File: src/rtl/wbuf_pkg.sv
package wbuf_pkg;
  typedef enum logic {
    MODE_COLLECT = 1'b0,
    MODE_SERVE   = 1'b1
  } buf_mode_e;
endpackage

File: src/rtl/wbuf_wr_ctrl.sv
module wbuf_wr_ctrl
  import wbuf_pkg::*;
#(
  parameter int NWORDS = 16,
  localparam int IDX_W = $clog2(NWORDS)
) (
  input  logic             clk,
  input  logic             rst_n,
  input  logic             out_mode_i,
  input  logic             wr_valid_i,
  input  logic             core_idle_i,
  output logic             wr_ready_o,
  output logic             accept_o,
  output logic [IDX_W-1:0] wr_idx_o,
  output logic             full_o,
  output logic             xfer_o
);
  localparam logic [IDX_W-1:0] LAST = IDX_W'(NWORDS - 1);

  logic [IDX_W-1:0] idx_q, idx_d;
  logic             full_q, full_d;
  logic             collecting;

  assign collecting = (buf_mode_e'(out_mode_i) == MODE_COLLECT);
  assign xfer_o     = full_q & core_idle_i;
  assign wr_ready_o = collecting & (~full_q | core_idle_i);
  assign accept_o   = wr_valid_i & wr_ready_o;
  assign wr_idx_o   = idx_q;
  assign full_o     = full_q;

  always_comb begin
    idx_d  = idx_q;
    full_d = full_q;
    if (xfer_o) full_d = 1'b0;
    if (accept_o) begin
      if (idx_q == LAST) begin
        idx_d  = '0;
        full_d = 1'b1;
      end else begin
        idx_d = idx_q + 1'b1;
      end
    end
  end

  always_ff @(posedge clk or negedge rst_n) begin
    if (!rst_n) begin
      idx_q  <= '0;
      full_q <= 1'b0;
    end else begin
      idx_q  <= idx_d;
      full_q <= full_d;
    end
  end

  p_stall_r4: assert property (@(posedge clk) disable iff (!rst_n)
    (full_q && !core_idle_i) |-> !wr_ready_o);
  p_full_after_last_r3: assert property (@(posedge clk) disable iff (!rst_n)
    (accept_o && idx_q == LAST) |=> full_o);
  p_xfer_clears_r5: assert property (@(posedge clk) disable iff (!rst_n)
    xfer_o |=> !full_o);
  p_serve_blocks_r7: assert property (@(posedge clk) disable iff (!rst_n)
    out_mode_i |-> !accept_o);
  p_serve_keeps_idx_r7: assert property (@(posedge clk) disable iff (!rst_n)
    out_mode_i |=> $stable(idx_q));
endmodule

File: src/rtl/wbuf_store.sv
module wbuf_store #(
  parameter int WORD_W = 64,
  parameter int NWORDS = 16,
  localparam int IDX_W = $clog2(NWORDS),
  localparam int BLK_W = WORD_W * NWORDS
) (
  input  logic              clk,
  input  logic              rst_n,
  input  logic              accept_i,
  input  logic [IDX_W-1:0]  wr_idx_i,
  input  logic [WORD_W-1:0] wr_data_i,
  output logic [BLK_W-1:0]  blk_o
);
  for (genvar g = 0; g < NWORDS; g++) begin : g_word
    logic              en;
    logic [WORD_W-1:0] word_q;
    assign en = accept_i && (wr_idx_i == IDX_W'(g));
    always_ff @(posedge clk or negedge rst_n) begin
      if (!rst_n)  word_q <= '0;
      else if (en) word_q <= wr_data_i;
    end
    assign blk_o[g*WORD_W +: WORD_W] = word_q;
  end

  p_idle_hold_r4: assert property (@(posedge clk) disable iff (!rst_n)
    !accept_i |=> $stable(blk_o));
  p_lands_r2: assert property (@(posedge clk) disable iff (!rst_n)
    accept_i |=> blk_o[$past(wr_idx_i)*WORD_W +: WORD_W] == $past(wr_data_i));
endmodule

File: src/rtl/wbuf_rd_port.sv
module wbuf_rd_port
  import wbuf_pkg::*;
#(
  parameter int WORD_W = 64,
  parameter int NLANES = 4,
  localparam int PTR_W = $clog2(NLANES),
  localparam int DIG_W = WORD_W * NLANES
) (
  input  logic              clk,
  input  logic              rst_n,
  input  logic              out_mode_i,
  input  logic              rd_en_i,
  input  logic [DIG_W-1:0]  dig_i,
  output logic              rd_valid_o,
  output logic [WORD_W-1:0] rd_data_o
);
  localparam logic [PTR_W-1:0] LAST = PTR_W'(NLANES - 1);

  logic [PTR_W-1:0] ptr_q, ptr_d;
  logic             serving;

  assign serving    = (buf_mode_e'(out_mode_i) == MODE_SERVE);
  assign rd_valid_o = serving;
  assign rd_data_o  = dig_i[ptr_q*WORD_W +: WORD_W];

  always_comb begin
    ptr_d = ptr_q;
    if (!serving)     ptr_d = '0;
    else if (rd_en_i) ptr_d = (ptr_q == LAST) ? '0 : ptr_q + 1'b1;
  end

  always_ff @(posedge clk or negedge rst_n) begin
    if (!rst_n) ptr_q <= '0;
    else        ptr_q <= ptr_d;
  end

  p_wrap_r8: assert property (@(posedge clk) disable iff (!rst_n)
    (serving && rd_en_i && ptr_q == LAST) |=> ptr_q == '0);
  p_collect_rewinds_r8: assert property (@(posedge clk) disable iff (!rst_n)
    !serving |=> ptr_q == '0);
  p_hold_r8: assert property (@(posedge clk) disable iff (!rst_n)
    (serving && !rd_en_i) |=> $stable(ptr_q));
endmodule

File: src/rtl/wordblock_buffer.sv
module wordblock_buffer #(
  parameter int WORD_W = 64,
  parameter int NWORDS = 16,
  parameter int NLANES = 4,
  localparam int IDX_W = $clog2(NWORDS),
  localparam int BLK_W = WORD_W * NWORDS,
  localparam int DIG_W = WORD_W * NLANES
) (
  input  logic              clk,
  input  logic              rst_n,
  input  logic              out_mode_i,
  input  logic              wr_valid_i,
  input  logic [WORD_W-1:0] wr_data_i,
  output logic              wr_ready_o,
  output logic              blk_full_o,
  input  logic              core_idle_i,
  output logic              blk_xfer_o,
  output logic [BLK_W-1:0]  blk_data_o,
  input  logic [DIG_W-1:0]  dig_i,
  input  logic              rd_en_i,
  output logic              rd_valid_o,
  output logic [WORD_W-1:0] rd_data_o
);
  logic             accept;
  logic [IDX_W-1:0] wr_idx;

  wbuf_wr_ctrl #(.NWORDS(NWORDS)) u_ctrl (
    .clk        (clk),
    .rst_n      (rst_n),
    .out_mode_i (out_mode_i),
    .wr_valid_i (wr_valid_i),
    .core_idle_i(core_idle_i),
    .wr_ready_o (wr_ready_o),
    .accept_o   (accept),
    .wr_idx_o   (wr_idx),
    .full_o     (blk_full_o),
    .xfer_o     (blk_xfer_o)
  );

  wbuf_store #(.WORD_W(WORD_W), .NWORDS(NWORDS)) u_store (
    .clk      (clk),
    .rst_n    (rst_n),
    .accept_i (accept),
    .wr_idx_i (wr_idx),
    .wr_data_i(wr_data_i),
    .blk_o    (blk_data_o)
  );

  wbuf_rd_port #(.WORD_W(WORD_W), .NLANES(NLANES)) u_rd (
    .clk       (clk),
    .rst_n     (rst_n),
    .out_mode_i(out_mode_i),
    .rd_en_i   (rd_en_i),
    .dig_i     (dig_i),
    .rd_valid_o(rd_valid_o),
    .rd_data_o (rd_data_o)
  );

  p_xfer_needs_idle_r5: assert property (@(posedge clk) disable iff (!rst_n)
    blk_xfer_o |-> (blk_full_o && core_idle_i));
  p_overlap_r6: assert property (@(posedge clk) disable iff (!rst_n)
    (blk_xfer_o && !out_mode_i) |-> wr_ready_o);
endmodule

File: config.mk
export PLATFORM = sky130hd
export DESIGN_NAME = wordblock_buffer
export DESIGN_NICKNAME = d
export VERILOG_FILES = /design/src/rtl/wbuf_pkg.sv /design/src/rtl/wbuf_wr_ctrl.sv /design/src/rtl/wbuf_store.sv /design/src/rtl/wbuf_rd_port.sv /design/src/rtl/wordblock_buffer.sv
export SDC_FILE = /design/constraint.sdc
export NUM_CORES = 1
export LEC_CHECK = 0
export BUFFER_PORTS_ARGS = -buffer_cell sky130_fd_sc_hd__buf_2
export CORE_AREA = 2 2 547 549
export CTS_CLUSTER_DIAMETER = 60
export DETAILED_ROUTE_END_ITERATION = 6
export DIE_AREA = 0 0 549 551
export SLEW_MARGIN = 20
export SYNTH_ARGS = -nofsm -noshare
export SYNTH_HDL_FRONTEND = slang
export SYNTH_SLANG_ARGS = --single-unit
File: constraint.sdc
create_clock -name clk -period 2 [get_ports clk]
set_input_delay 0.1 -clock clk [delete_from_list [all_inputs] [get_ports clk]]
set_output_delay 0.1 -clock clk [all_outputs]
set_load 0.03 [all_outputs]
==> After elaboration in Yosys (flattened, before gate mapping) <==
Index checks and enable logic that the tools add are counted.
{ "totals": {"regBits": 1031, "in_bits": 326, "out_inout_bits": 1092, "wordCells": 69} }
{ "op_classes": {"n_addsub": 2, "eq_ne": 17, "shift": 1, "muxes": 7, "n_bitwise": 6, "reduce_logical": 17} }
{ "ops": {"columns": ["cell", "n"], "rows": [
  ["indexed part select 256 x 9 -> 64 bit", 1],
  ["== test 4 bit, second input constant", 8],
  ["== test 4 x 3 -> 1 bit, second input constant", 4],
  ["logical AND 1 bit", 16],
  ["== test 4 x 2 -> 1 bit, second input constant", 2],
  ["two-way mux 2 bit", 3],
  ["adder 4 x 1 -> 4 bit, second input constant", 1],
  ["== test 4 x 1 -> 1 bit, second input constant", 1],
  ["logical NOT 4 bit", 1],
  ["two-way mux 4 bit", 1],
  ["AND 1 bit", 3],
  ["two-way mux 1 bit", 3],
  ["adder 2 x 1 -> 2 bit, second input constant", 1],
  ["== test 2 bit, second input constant", 1],
  ["!= test 2 x 1 -> 1 bit, second input constant", 1],
  ["inverter 1 bit", 2],
  ["OR 1 bit", 1]
]} }

==> Logic depth before layout (Yosys ltp) <==
{ "logic_depth": {"word_depth": 5, "ltp_mapped": 6, "ltp_nobuf": 4} }

==> Modules after synthesis <==
Synthesis repeated with hierarchy kept, for this count alone.
{ "hier_totals": {"hier_cells": 2352, "hier_area_um2": 40024.6} }
{ "modules_own_cells": {"columns": ["mod", "instances", "cells_each", "area_per_inst_um2", "seq_area_each_um2"], "rows": [
  ["wbuf_store", 1, 2238, 38066.5, 25624.6],
  ["wbuf_rd_port", 1, 87, 1654.1, 50.0],
  ["wbuf_wr_ctrl", 1, 27, 304.0, 125.1]
]} }

==> Worst setup path after synthesis <==
No wires, ideal clock.
{ "synth_timing": {"path_type": "reg2reg", "startpoint": "register u_ctrl.full_q (netlist: u_ctrl.full_o)", "endpoint": "register u_store.g_word[5].word_q[10]", "setup_ns": 0.125, "arrival_ns": 1.678, "t_required_ns": 1.875, "setup_slack_ns": 0.197, "path_stages_with_launch": 7, "n_path_buf": 3, "synth_period_minus_slack_ns": 1.803, "cell_sequence": "dfrtp_1 -> nand2b_1 -> buf_2 -> buf_4 -> nand4_2 -> buf_2 -> mux2_2"} }
{ "synth_via": {"elab_chain_cells": 5} }
{ "synth_lines": {"columns": ["element", "line", "source"], "rows": [
  ["start, declared", "wbuf_wr_ctrl.sv:21", "logic full_q, full_d;"],
  ["start signal, assigned", "wbuf_wr_ctrl.sv:51", "full_q <= full_d;"],
  ["inverter 1 bit", "wbuf_wr_ctrl.sv:26", "assign wr_ready_o = collecting & (~full_q | core_idle_i);"],
  ["OR 1 bit", "wbuf_wr_ctrl.sv:26", null],
  ["AND 1 bit", "wbuf_wr_ctrl.sv:26", null],
  ["AND 1 bit", "wbuf_wr_ctrl.sv:27", "assign accept_o = wr_valid_i & wr_ready_o;"],
  ["logical AND 1 bit", "wbuf_store.sv:17", "assign en = accept_i && (wr_idx_i == IDX_W'(g));"],
  ["end signal, assigned", "wbuf_store.sv:20", "else if (en) word_q <= wr_data_i;"],
  ["end, declared", "wbuf_store.sv:16", "logic [WORD_W-1:0] word_q;"]
]} }
Every way passes these cells.
A chain may end at the register's enable or synchronous reset.

==> Worst setup path in the final report <==
{ "layout_timing": {"startpoint": "register u_rd.ptr_q[0]", "endpoint": "output rd_data_o[58]"} }
{ "layout_via": {"elab_chain_cells": 1} }
{ "layout_lines": {"columns": ["element", "line", "source"], "rows": [
  ["start, declared", "wbuf_rd_port.sv:19", "logic [PTR_W-1:0] ptr_q, ptr_d;"],
  ["start signal, assigned", "wbuf_rd_port.sv:34", "else ptr_q <= ptr_d;"],
  ["indexed part select 256 x 9 -> 64 bit", "wbuf_rd_port.sv:24", "assign rd_data_o = dig_i[ptr_q*WORD_W +: WORD_W];"],
  ["end, declared", "wordblock_buffer.sv:22", "output logic [WORD_W-1:0] rd_data_o"]
]} }
Every way passes these cells.

==> metrics.csv <==
metric,value,unit
totalNegativeSetupSlack,-29760,ps
drt_iter0_markers,1881,
switching_share,0.4377,
grt_pass1_wl,285900,um
num_vias,29048,
rsz_0062_raised_after_global_routing,true,
die_w,549,um
synth_area_per_cell,17.09,sq um
gpl.final_weighted_congestion,0.9987,
post-place-ws,-95.01,ps
die-area,302500,sq um
timing.final.crit_period,2611,ps
worst-slew-pin-transition,988.1,ps
final.fill_count,32053,
worstReg2RegStart,u_ctrl.wr_idx_o[1],
post-route-period-util,1.306,
worst-path-max-fanout,8,
layout_common_cells,"1351 x buf_2, 1028 x dfrtp_1, 985 x mux2_2",
routed_wire_length_per_instance,27.64,um
tritoncts,built,
synth_sequential_area_ratio,0.6416,
drv_slew,0,
flow.area_growth_from_synthesis,47.72,%
ir_drop,1174,uV
clock-sinks,1031,
worstSkewPairLatency,810,ps
floorplan.initialDensity,0.1357,
postRouteAntennaNets,0,
holdPathEnd,u_store.g_word[10].word_q[0],
required,1900,ps
post_synth_num_cell_types,26,
chipHeight,551,um
clockPowerShare,0.232,
clk_transition_reported_paths,50,ps
setup-violations-final,64,
achievable-frequency,382.9,MHz
sequential_area,25810,sq um
finalWorstSetupSlack,-611.5,ps
number_of_top_level_pins,1418,
ys.warnings.count,0,
detailed_place.area,53180,sq um
endpoint_kind,output pin,
tritoncts.num_buffers,134,
number_of_antenna_violations_at_the_first_check_in_global_routing,89,
grt.overflow.total,0,
power.sequential.fraction,0.331,
clock-skew-final,49.65,ps
synth_nets,2685,
cts_buffer_depth,4,
status,"complete, but fails checks",
worstPathArrival,2510,ps
design_internal_power,59.35,mW
netlist_instances,2353,
criticalPathCategory,reg2out,
holdPathStages,2,
route.detailed.drc,0,
grt_util_all_layers,0.1403,
hold_viol_final,0,
dp_hpwl,171300,um
drive_above_1_share,0.7113,
power_per_unit_of_standard_cell_area,1777,nW/um^2
viasPerCell,3.623,
critPathLaunchType,flop,
multiInputGateArea,13590,sq um
grt_start_max_net_pins,122,
combPwrFrac,0.436,
r2r_slack,60,ps
first_global_vias,30440,
coreArea,296300,sq um
syn-cell-area,40210,sq um
rows,200,
totalWireLength,221600,um
regToRegEndpoint,u_store.g_word[13].word_q[41],
mostFrequentLayoutCell,buf_2,
min_from,wr_data_i[0],
postSynthRegisterBits,1031,
nets,4284,
max-slew-margin-rel,0.3413,
clock_tree.htree_level_count,4,
p_leak,29.39,nW
power.switching,46.19,mW
worst_r2r_path_depth,6,
postLayoutCellArea,59400,sq um
maxCapViolCount,0,
fin_total_pwr,105.5,mW
violations,negative setup slack,
holdCritPathClass,in2reg,
detail_route.first_pass.iterations,5,
io_buffers,1417,
clock-root-buffer,clkbuf_16,
final_core_util,0.2005,
## state kept, by name (all words and copies together), names as in the netlist
| signal | cells |
|---|---|
| u_store.g_word.word_q | 1024 |
| u_ctrl.wr_idx_o | 4 |
| u_rd.ptr_q | 2 |
| u_ctrl.full_o | 1 |
## logic make-up (layout without fill, tap and decap cells)
group | after synthesis | count (layout) | synth area share
other | 0 | 30 | 0
DFF | 1031 | 1031 | 0.6416
xor gates and xnor gates | 1 | 1 | 0.0002179
adders and majority gates | 6 | 6 | 0.001867
and+or+nand+nor | 33 | 33 | 0.008713
AOI/OAI and AO/OA | 5 | 5 | 0.0009025
muxes | 1090 | 1090 | 0.3231
buffers and inverters | 187 | 1883 | 0.02356
## cell usage after synthesis, drive strengths merged
library cell / number / area share
dfrtp: 1031 / 0.64
mux2: 1024 / 0.29
buf: 114 / 0.017
clkbuf: 70 / 0.0065
mux4: 64 / 0.036
nand4: 17 / 0.0065
ha: 6 / 0.0019
nor2b: 6 / 0.00093
and2: 3 / 0.00047
inv: 3 / 0.00028
nand3: 3 / 0.00037
mux2i: 2 / 0.00050
nor2: 2 / 0.00019
o21ai: 2 / 0.00025
a21o: 1 / 0.00019
a41o: 1 / 0.00025
a41oi: 1 / 0.00022
nand2: 1 / 0.000093
nand2b: 1 / 0.00016
xnor2: 1 / 0.00022
## power groups by stage
stage	clock, mW	sequential [mW]	combinational (mW)
finish	24.5	35.0	46.1
global route	26.0	36.0	47.9
CTS	25.2	34.8	46.4
detailed placement	0	35.0	45.7
global placement	0	34.6	45.3
floorplan	0	53.1	9.98
## cell type report
type,instances,share of cell area
multi-input cells,1135,0.2289
inverters,3,0.0001896
clock inverters,57,0.01260
well taps,3939,0.08297
repair buffers,1647,0.1771
diodes,30,0.001264
flip-flops and latches,1031,0.4345
clock buffers,176,0.06250
## through the flow
step,hold WS (ps),cells
floorplan,-195.6,2353
global placement,72.59,7659
detailed placement,74.95,7659
CTS,1.297,7981
global route,3.897,7996
finish,51.08,8018
## timing repair
item                       4_1_cts  5_1_grt
cloned                           5        2
pin swaps                        2        1
gates resized for setup        164       18
buffers inserted                30       10
setup endpoints to repair      437      144
hold endpoints to repair      1715        2
hold buffers                    54        1
## worst max path at each step
stage | startpoint | endpoint | slack [ps] | cells past startpoint
floorplan | u_ctrl.full_o | u_store.g_word[5].word_q[10] | 200 | 6
global placement | u_ctrl.wr_idx_o[0] | u_store.g_word[3].word_q[57] | -80 | 5
detailed placement | u_ctrl.wr_idx_o[3] | u_store.g_word[7].word_q[10] | -100 | 4
CTS | u_rd.ptr_q[0] | rd_data_o[3] | -670 | 4
global route | u_rd.ptr_q[0] | rd_data_o[58] | -670 | 4
finish | u_rd.ptr_q[0] | rd_data_o[58] | -610 | 4
## critical path: stages, from the launching register on
cell     delay, ps
dfrtp_4        530
buf_12         170
buf_6          110
mux4_2         650
buf_6          240
## per-layer routing
layer | up-vias | global-route usage | routed length, um
met5 | - | 0 | 223
met4 | 34 | 0.07528 | 12350
met3 | 387 | 0.04772 | 20050
met2 | 1660 | 0.2411 | 108700
met1 | 15246 | 0.1520 | 80210
li1 | 11721 | - | -
(Power assumes the default switching activity.)
